<file path="src/rtl/cell_ingress_pkg.sv">
package cell_ingress_pkg;
    localparam int LEN_W = 6;

    // cell length for a size code; 11 behaves like 01
    function automatic logic [LEN_W-1:0] cell_len(input logic [1:0] code);
        logic [LEN_W-1:0] n;
        case (code)
            2'b00:   n = LEN_W'(52);
            2'b10:   n = LEN_W'(54);
            default: n = LEN_W'(53);
        endcase
        return n;
    endfunction
endpackage

</file>
<file path="src/rtl/byte_store.sv">
module byte_store #(
    parameter int DEPTH = 128,
    localparam int AW = $clog2(DEPTH)
) (
    input  logic          clk,
    input  logic          we0,
    input  logic [AW-1:0] wa0,
    input  logic [7:0]    wd0,
    input  logic          we1,
    input  logic [AW-1:0] wa1,
    input  logic [7:0]    wd1,
    input  logic [AW-1:0] ra,
    output logic [7:0]    rd
);
    logic [7:0] mem_q [DEPTH];

    // two byte lanes; the controller never gives both the same address
    always_ff @(posedge clk) begin
        if (we0) mem_q[wa0] <= wd0;
        if (we1) mem_q[wa1] <= wd1;
    end

    assign rd = mem_q[ra];
endmodule

</file>
<file path="src/rtl/ingress_ctrl.sv">
module ingress_ctrl
    import cell_ingress_pkg::*;
#(
    parameter int DEPTH = 128,
    localparam int AW = $clog2(DEPTH),
    localparam int PW = AW + 1
) (
    input  logic          clk,
    input  logic          rst_n,
    input  logic          cfg_wide,
    input  logic [1:0]    cfg_size,
    input  logic          tx_en_n,
    input  logic          tx_soc,
    input  logic [15:0]   tx_data,
    input  logic          tx_par,
    input  logic          rd_en,
    output logic          we0,
    output logic [AW-1:0] wa0,
    output logic [7:0]    wd0,
    output logic          we1,
    output logic [AW-1:0] wa1,
    output logic [7:0]    wd1,
    output logic [AW-1:0] ra,
    output logic          cell_avail,
    output logic          par_err,
    output logic          rd_nempty,
    output logic          dbg_active,
    output logic [PW-1:0] dbg_wptr,
    output logic [PW-1:0] dbg_cptr,
    output logic [PW-1:0] dbg_rptr
);
    typedef struct packed {
        logic             active;
        logic [LEN_W-1:0] cnt;
        logic [PW-1:0]    wptr;
        logic [PW-1:0]    cptr;
        logic [PW-1:0]    rptr;
        logic             perr;
    } st_t;

    st_t st_d, st_q;

    logic [LEN_W-1:0] len, cnt0, remain, nb_c, cnt_n;
    logic [PW-1:0]    fill, free, base, nb_p;
    logic             beat, room, start, cont, take, two, odd_ok;

    always_comb begin
        st_d   = st_q;
        len    = cell_len(cfg_size);
        fill   = st_q.cptr - st_q.rptr;
        free   = PW'(DEPTH) - fill;
        room   = int'(free) >= int'(len);
        beat   = !tx_en_n;
        start  = beat && tx_soc && room;
        cont   = beat && !tx_soc && st_q.active;
        take   = start || cont;
        base   = start ? st_q.cptr : st_q.wptr;
        cnt0   = start ? '0 : st_q.cnt;
        remain = len - cnt0;
        two    = cfg_wide && (remain >= LEN_W'(2));
        nb_c   = two ? LEN_W'(2) : LEN_W'(1);
        nb_p   = two ? PW'(2) : PW'(1);
        cnt_n  = cnt0 + nb_c;
        odd_ok = cfg_wide ? ^{tx_data, tx_par} : ^{tx_data[7:0], tx_par};

        we0 = take;
        we1 = take && two;
        wa0 = base[AW-1:0];
        wa1 = AW'(base + PW'(1));
        wd0 = cfg_wide ? tx_data[15:8] : tx_data[7:0];
        wd1 = tx_data[7:0];

        // any start-of-cell beat first rolls back an unfinished cell
        if (beat && tx_soc) begin
            st_d.active = 1'b0;
            st_d.wptr   = st_q.cptr;
            st_d.cnt    = '0;
        end
        if (take) begin
            st_d.wptr   = base + nb_p;
            st_d.cnt    = cnt_n;
            st_d.active = 1'b1;
            if (cnt_n == len) begin
                st_d.active = 1'b0;
                st_d.cnt    = '0;
                st_d.cptr   = base + nb_p;
            end
            if (!odd_ok) st_d.perr = 1'b1;
        end
        if (rd_en && (st_q.cptr != st_q.rptr)) st_d.rptr = st_q.rptr + PW'(1);
    end

    always_ff @(posedge clk) begin
        if (!rst_n) st_q <= '0;
        else        st_q <= st_d;
    end

    assign ra         = st_q.rptr[AW-1:0];
    assign cell_avail = room;
    assign par_err    = st_q.perr;
    assign rd_nempty  = st_q.cptr != st_q.rptr;
    assign dbg_active = st_q.active;
    assign dbg_wptr   = st_q.wptr;
    assign dbg_cptr   = st_q.cptr;
    assign dbg_rptr   = st_q.rptr;
endmodule

</file>
<file path="src/rtl/cell_ingress_tx.sv">
module cell_ingress_tx #(
    parameter int DEPTH = 128,
    localparam int AW = $clog2(DEPTH),
    localparam int PW = AW + 1
) (
    input  logic        clk,
    input  logic        rst_n,
    input  logic        cfg_wide,
    input  logic [1:0]  cfg_size,
    input  logic        tx_en_n,
    input  logic        tx_soc,
    input  logic [15:0] tx_data,
    input  logic        tx_par,
    output logic        cell_avail,
    output logic        par_err,
    input  logic        rd_en,
    output logic [7:0]  rd_data,
    output logic        rd_nempty
);
    logic          we0, we1;
    logic [AW-1:0] wa0, wa1, ra;
    logic [7:0]    wd0, wd1;
    logic          dbg_active;
    logic [PW-1:0] dbg_wptr, dbg_cptr, dbg_rptr;

    ingress_ctrl #(.DEPTH(DEPTH)) u_ctrl (
        .clk(clk), .rst_n(rst_n), .cfg_wide(cfg_wide), .cfg_size(cfg_size),
        .tx_en_n(tx_en_n), .tx_soc(tx_soc), .tx_data(tx_data), .tx_par(tx_par),
        .rd_en(rd_en), .we0(we0), .wa0(wa0), .wd0(wd0), .we1(we1), .wa1(wa1),
        .wd1(wd1), .ra(ra), .cell_avail(cell_avail), .par_err(par_err),
        .rd_nempty(rd_nempty), .dbg_active(dbg_active), .dbg_wptr(dbg_wptr),
        .dbg_cptr(dbg_cptr), .dbg_rptr(dbg_rptr)
    );

    byte_store #(.DEPTH(DEPTH)) u_store (
        .clk(clk), .we0(we0), .wa0(wa0), .wd0(wd0), .we1(we1), .wa1(wa1),
        .wd1(wd1), .ra(ra), .rd(rd_data)
    );
endmodule

</file>
<file path="config.mk">
export PLATFORM = sky130hd
export DESIGN_NAME = cell_ingress_tx
export DESIGN_NICKNAME = d
export VERILOG_FILES = /design/src/rtl/cell_ingress_pkg.sv /design/src/rtl/byte_store.sv /design/src/rtl/ingress_ctrl.sv /design/src/rtl/cell_ingress_tx.sv
export SDC_FILE = /design/constraint.sdc
export NUM_CORES = 2
export LEC_CHECK = 0
export BUFFER_PORTS_ARGS = -buffer_cell sky130_fd_sc_hd__clkbuf_2
export CAP_MARGIN = 30
export CORE_MARGIN = 3
export CORE_UTILIZATION = 45
export CTS_CLUSTER_DIAMETER = 60
export DETAILED_ROUTE_END_ITERATION = 8
export PLACE_DENSITY = 0.59
export SYNTH_ARGS = -nofsm -noshare
export SYNTH_HDL_FRONTEND = slang
export SYNTH_SLANG_ARGS = --single-unit
</file>
<file path="constraint.sdc">
create_clock -name clk -period 16.5 [get_ports clk]
set_clock_uncertainty 0.2 [all_clocks]
set_input_delay 3.3 -clock clk [delete_from_list [all_inputs] [get_ports clk]]
set_output_delay 3.3 -clock clk [all_outputs]
set_load 0.03 [all_outputs]
</file>
; ---- Yosys cells after proc, flatten, opt, wreduce, memory -nomap -nowiden
; Memories as Yosys holds them, arrays and structs flattened. A register that Yosys moved wholly into a read port is not among the register bits.
; Index checks and enable logic that the tools add are counted.
[classes]
n_addsub = 7
order_cmp = 2
eq_ne = 3
mux = 17
n_bitwise = 1
reduce_logical = 16
[ops]
columns = cell, n
row1 = $mux W8, 3
row2 = $mux W23, 1
row3 = $mux W7, 3
row4 = $reduce_xor A17 Y1, 1
row5 = $mux W15, 1
row6 = $reduce_xor A9 Y1, 1
row7 = $add A8 B1 Y8 const B, 1
row8 = $add A8 B2 Y8, 1
row9 = $ge A8 B6 Y1, 1
row10 = $ne A8 B8 Y1, 1
row11 = $sub A8 B8 Y8, 1
row12 = $sub A8 B8 Y8 const A, 1
row13 = $add A7 B1 Y7 const B, 1
row14 = $logic_and A1 B1 Y1, 7
row15 = $add A6 B6 Y6, 1
row16 = $eq A6 B6 Y1, 1
row17 = $ge A6 B2 Y1 const B, 1
row18 = $mux W6, 1
row19 = $sub A6 B6 Y6, 1
row20 = $mux W1, 5
row21 = $mux W2, 2
row22 = $pmux W2 S2, 1
row23 = $reduce_and A2 Y1, 2
row24 = $eq A2 B2 Y1 const B, 1
row25 = other kinds (5), 6
[word_totals]
ff_bits = 32
mem_bits_rw = 1024
input_bits = 25
out_inout_bits = 11
elab_cells = 53
mem_count = 1
[mem_list]
columns = memory, words, width, rd, rd_ports_with_merged_regs, write_ports, line
row1 = u_store.mem_q, 128, 8, 1, 1, 2, byte_store.sv:15  ; logic [7:0] mem_q [DEPTH];

; ---- Longest topological paths before layout
[depth]
depth_word = 13
ltp_mapped = 34
ltp_nobuf = 29

; ---- Hierarchy
; A second synthesis with hierarchy kept.
[hier_totals]
hier_cells = 3494
area_unflattened_um2 = 56257.7
[modules_own_cells]
columns = module, instances, cells_per_inst, area_per_inst_um2, seq_area_each_um2
row1 = byte_store, 1, 3081, 52994.6, 30749.5
row2 = ingress_ctrl, 1, 413, 3263.1, 640.6

; ---- Least setup slack after synthesis
; OpenSTA, ideal clock, no wires.
[synth_timing]
path_type = in2reg
startpoint = input port cfg_size[0]
endpoint = register u_ctrl.st_q, in the netlist u_ctrl.dbg_cptr[0]
setup_ns = 0.128
arrival_time_ns = 9.337
required_time_ns = 16.172
path_slack_ns = 6.835
cell_stages = 31
path_buffers = 6
path_cell_list = clkbuf_1 > ha_1 > nand2b_1 > a21oi_1 > o21ai_0 > a31oi_1 > a21o_1 > buf_4 > buf_2 > buf_2 > buf_2 > and2_1 > ha_1 > inv_1 > fa_1 > xor2_1 > nor3b_1 > o21ai_0 > o21ai_0 > inv_1 > ha_1 > a21o_1 > and4_1 > xor2_1 > nand3_1 > or3_1 > nor4_1 > clkbuf_1 > nor2_1 > a21oi_1 > nor2_1
[synth_between]
elab_chain_len = 12
word_cells_on_any_way = 17
classes_between = add/sub (3) / order compare (2) / eq/ne (2) / mux (5) / reduce/logical (5)
[synth_lines]
columns = element, line
row1 = "start, declared", cell_ingress_tx.sv:9  ; input logic [1:0] cfg_size,
row2 = $eq A2 B2 Y1 or $logic_not A2 Y1 (tied branches), cell_ingress_pkg.sv:7  ; case (code)
row3 = $pmux W2 S2 (*), cell_ingress_pkg.sv:7
row4 = $ge A8 B6 Y1, ingress_ctrl.sv:52  ; room = int'(free) >= int'(len);
row5 = $logic_and A1 B1 Y1, ingress_ctrl.sv:54  ; start = beat && tx_soc && room;
row6 = $mux W6, ingress_ctrl.sv:58  ; cnt0 = start ? '0 : st_q.cnt;
row7 = $sub A6 B6 Y6, ingress_ctrl.sv:59  ; remain = len - cnt0;
row8 = $ge A6 B2 Y1, ingress_ctrl.sv:60  ; two = cfg_wide && (remain >= LEN_W'(2));
row9 = $logic_and A1 B1 Y1, ingress_ctrl.sv:60
row10 = $mux W2, "ingress_ctrl.sv:61, ingress_ctrl.sv:62"
row11 = $add A6 B6 Y6, ingress_ctrl.sv:63  ; cnt_n = cnt0 + nb_c;
row12 = $eq A6 B6 Y1, ingress_ctrl.sv:83  ; if (cnt_n == len) begin
row13 = $reduce_and A2 Y1 (no line), -
row14 = "end signal, assigned", ingress_ctrl.sv:95  ; else st_q <= st_d;
row15 = "end, declared", ingress_ctrl.sv:41  ; st_t st_d, st_q;
; Every way passes the cells marked *; elsewhere a longest branch is shown, timed or not.
; A chain may end at the register's enable or synchronous reset.

; ---- Worst setup path in the final report
[layout_timing]
startpoint = input port cfg_size[0]
endpoint = register u_ctrl.st_q, in the netlist u_ctrl.dbg_cptr[3]
; Same word-level chain as after synthesis.

==> impl_metrics.tcl <==
set metrics [dict create \
    status "finished, final reports clean" \
    grt_usage_pct 27.54 \
    vias_per_cell 6.638 \
    critPathBufInv 5 \
    path_clk_slew_ns 0.06 \
    first_iter_violations 4242 \
    synth_fp_nets 3608 \
    power_leakage_nw 19.45 \
    grt_max_degree 98 \
    startpoint "cfg_size[0]" \
    synth_ff_type "edfxtp_1" \
    worst_slew_pin_slew_ns 1.089 \
    n_fill_cell 10490 \
    wirelength_um 181800 \
    grt_antenna_before_repair 12 \
    io_pins 36 \
    dr.pass1.iters 6 \
    port_buffers 35 \
    worstPathRequired_ns 16.93 \
    arrival_ns 9.62 \
    slew_violations 0 \
    synth-seq-cells 1063 \
    rr_worst_depth 27 \
    rr_endpoint "u_ctrl.dbg_cptr[3]" \
    drive_gt1_share_pct 50.82 \
    synth.distinct_cells 69 \
    drc 0 \
    endpoint "u_ctrl.dbg_cptr[3]" \
    clock_latency_ns 0.74 \
    period_minus_slack_ns 9.189 \
    initial_core_util_pct 45.46 \
    power_w 0.006093 \
    h-tree-depth 3 \
    crit_cells 27 \
    grt_pass1_wl_um 262900 \
    cts.sinks 1063 \
    worstSetupStartpointType "primary input" \
    end_kind "flop" \
    routedWlPerCell_um 34.70 \
    p_per_area_nw_per_um2 96.47 \
    final_util_pct 50.16 \
    ant_nets 0 \
    area_growth_pct 10.34 \
    cpLargestDelayFamily "compound AO/OA/AOI/OAI gates" \
    maxSlewHeadroom_pct 26.64 \
    cts_tree "yes" \
    finalHoldViolCount 0 \
    final_cell_area_um2 63150 \
    reg2reg_slack_ns 8.42 \
    rows 130 \
    cts-resized-gates 0 \
    die_x_um 362.6 \
    cts_setup_buffers 0 \
    r2r_start "u_ctrl.dbg_cptr[2]" \
    peakVddDrop_uv 81.68 \
    grt_pass1_vias 34750 \
    nets 3537 \
    placedCellCount 4989 \
    hpwl_um 112900 \
    overflow 0 \
    gp_congestion 0.8788 \
    crit_fanout 13 \
    final-setup-viol-count 0 \
    slowest_stage "nor4_2" \
    synthArstFlopShare_pct 0 \
    fin_crit_sh_pct 55.69 \
    core_area_um2 125900 \
    cts_buffer_depth 3 \
    synthCells 3556 \
    timing.fmax_mhz 108.8 \
    hold_class "flop to flop" \
    die_height_um 362.6 \
    vias 34770 \
    avgSynthCellArea_um2 16.10 \
    rsz0062_at_grt "no" \
    max_cap_viol_count 0 \
    hold_buffers 0 \
    worstSetupPathType "primary input to flop" \
    synth_area_um2 57240 \
    cts_made_buffers 120 \
    yosysWarnings 0 \
    finalNonFillerCells 5238 \
    layout_commonest_cell "edfxtp_1" \
    ys_seq_area_share_pct 55.09 \
    critPathMaxStageDelay_ns 0.50 \
    synth_edf_count 1024 \
    tns_ns 0 \
    mostFrequentLayoutCells "edfxtp_1, mux2_2, mux4_2" \
    place_area_um2 59050 \
    die_area_um2 131500 \
    cts-root-buf "clkbuf_16" \
]
stage by stage:
stage                     hold WS, ns  setup WS (ns)
final                          0.2754          7.311
after global routing           0.3562          6.808
after CTS                      0.2943          7.363
after detailed placement       0.2801          6.609
after global placement         0.2777          6.558
after floorplan                0.2603          6.835
flip-flops by register name, indices dropped and copies added, names as in the netlist, named ones only:
name	cells
u_ctrl.dbg_active	1
u_ctrl.dbg_cptr	8
u_ctrl.dbg_rptr	8
u_ctrl.dbg_wptr	8
u_ctrl.par_err	1
u_ctrl.st_q	6
u_store.mem_q	1024
synthesized netlist by cell type (24+ instances only):
master / n / share of area (%)
nor2_1: 59 / 0.39
buf_1: 46 / 0.30
dfxtp_1: 39 / 1.4
mux4_2: 336 / 13
nand2_1: 111 / 0.73
o22ai_1: 56 / 0.61
edfxtp_1: 1024 / 54
clkbuf_1: 298 / 2.0
nor2_4: 29 / 0.57
nor2_2: 31 / 0.34
buf_2: 24 / 0.21
mux2_2: 1011 / 20
mux2_1: 39 / 0.77
nand3_1: 29 / 0.25
xnor2_1: 36 / 0.55
o21ai_0: 73 / 0.64
layer usage:
layer | part of all wire (%) | GRT usage (%) | vias up
met4 | 3.5 | 8.917 | 0
met1 | 41 | 38.99 | 18580
met2 | 47 | 43.25 | 1884
met5 | 0 | 0 | -
li1 | - | - | 14000
met3 | 8.4 | 5.002 | 309
how the worst min path moves through the flow:
stage          slack [ns]  cells past startpoint              end             from
6_report             0.28                      2   u_ctrl.par_err   u_ctrl.par_err
5_1_grt              0.36                      2   u_ctrl.par_err   u_ctrl.par_err
4_1_cts              0.29                      2   u_ctrl.par_err   u_ctrl.par_err
3_5_place_dp         0.28                      2   u_ctrl.par_err   u_ctrl.par_err
3_3_place_gp         0.28                      2   u_ctrl.par_err   u_ctrl.par_err
2_1_floorplan        0.26                      2  u_ctrl.st_q[30]  u_ctrl.st_q[30]
final cells by class:
class / count / area (um^2) / area share (%)
well taps: 1650 / 2064 / 3.269
clock inverters: 63 / 586.8 / 0.9292
inverters: 26 / 97.59 / 0.1545
multi-input cells: 2090 / 24200 / 38.32
diodes: 5 / 12.51 / 0.01981
repair buffers: 184 / 1396 / 2.211
clock buffers: 157 / 3253 / 5.151
flip-flops and latches: 1063 / 31550 / 49.95
power breakdown:
group          switching, W  internal (W)
Sequential       0.00000626       0.00299
Combinational      0.000278      0.000183
Clock               0.00113       0.00151
cells by family (layout without fill, tap and decap cells):
| group | after synthesis | count (layout) | share of synthesized area, % |
|---|---|---|---|
| compound gates | 222 | 222 | 2.448 |
| xor+xnor | 53 | 53 | 0.8110 |
| fa+ha+maj | 27 | 27 | 0.6427 |
| buf+inv | 403 | 430 | 2.761 |
| flops | 1063 | 1063 | 55.09 |
| mux | 1413 | 1413 | 34.41 |
| other cells | 0 | 5 | 0 |
| simple gates | 375 | 375 | 3.839 |
worst register-to-register path: stages, from the launching register on:
cell and delay, ns:
dfxtp_1 0.65, inv_1 0.26, ha_1 0.40, fa_1 0.42, a211oi_1 0.34, nor2_1 0.10
xor2_1 0.15, a31oi_1 0.45, a21o_1 0.47, and2_1 0.24, ha_1 0.18, inv_1 0.07
fa_1 0.45, xor2_1 0.16, nor3b_1 0.16, o21ai_0 0.15, o21ai_0 0.47, inv_1 0.20
ha_1 0.34, a21o_1 0.20, and4_1 0.24, xor2_1 0.17, nand3_1 0.09, or3_1 0.38
nor4_2 0.50, buf_4 0.28, nor2_1 0.05, a211oi_1 0.24
No activity file was read; power rests on OpenSTA's default activity.
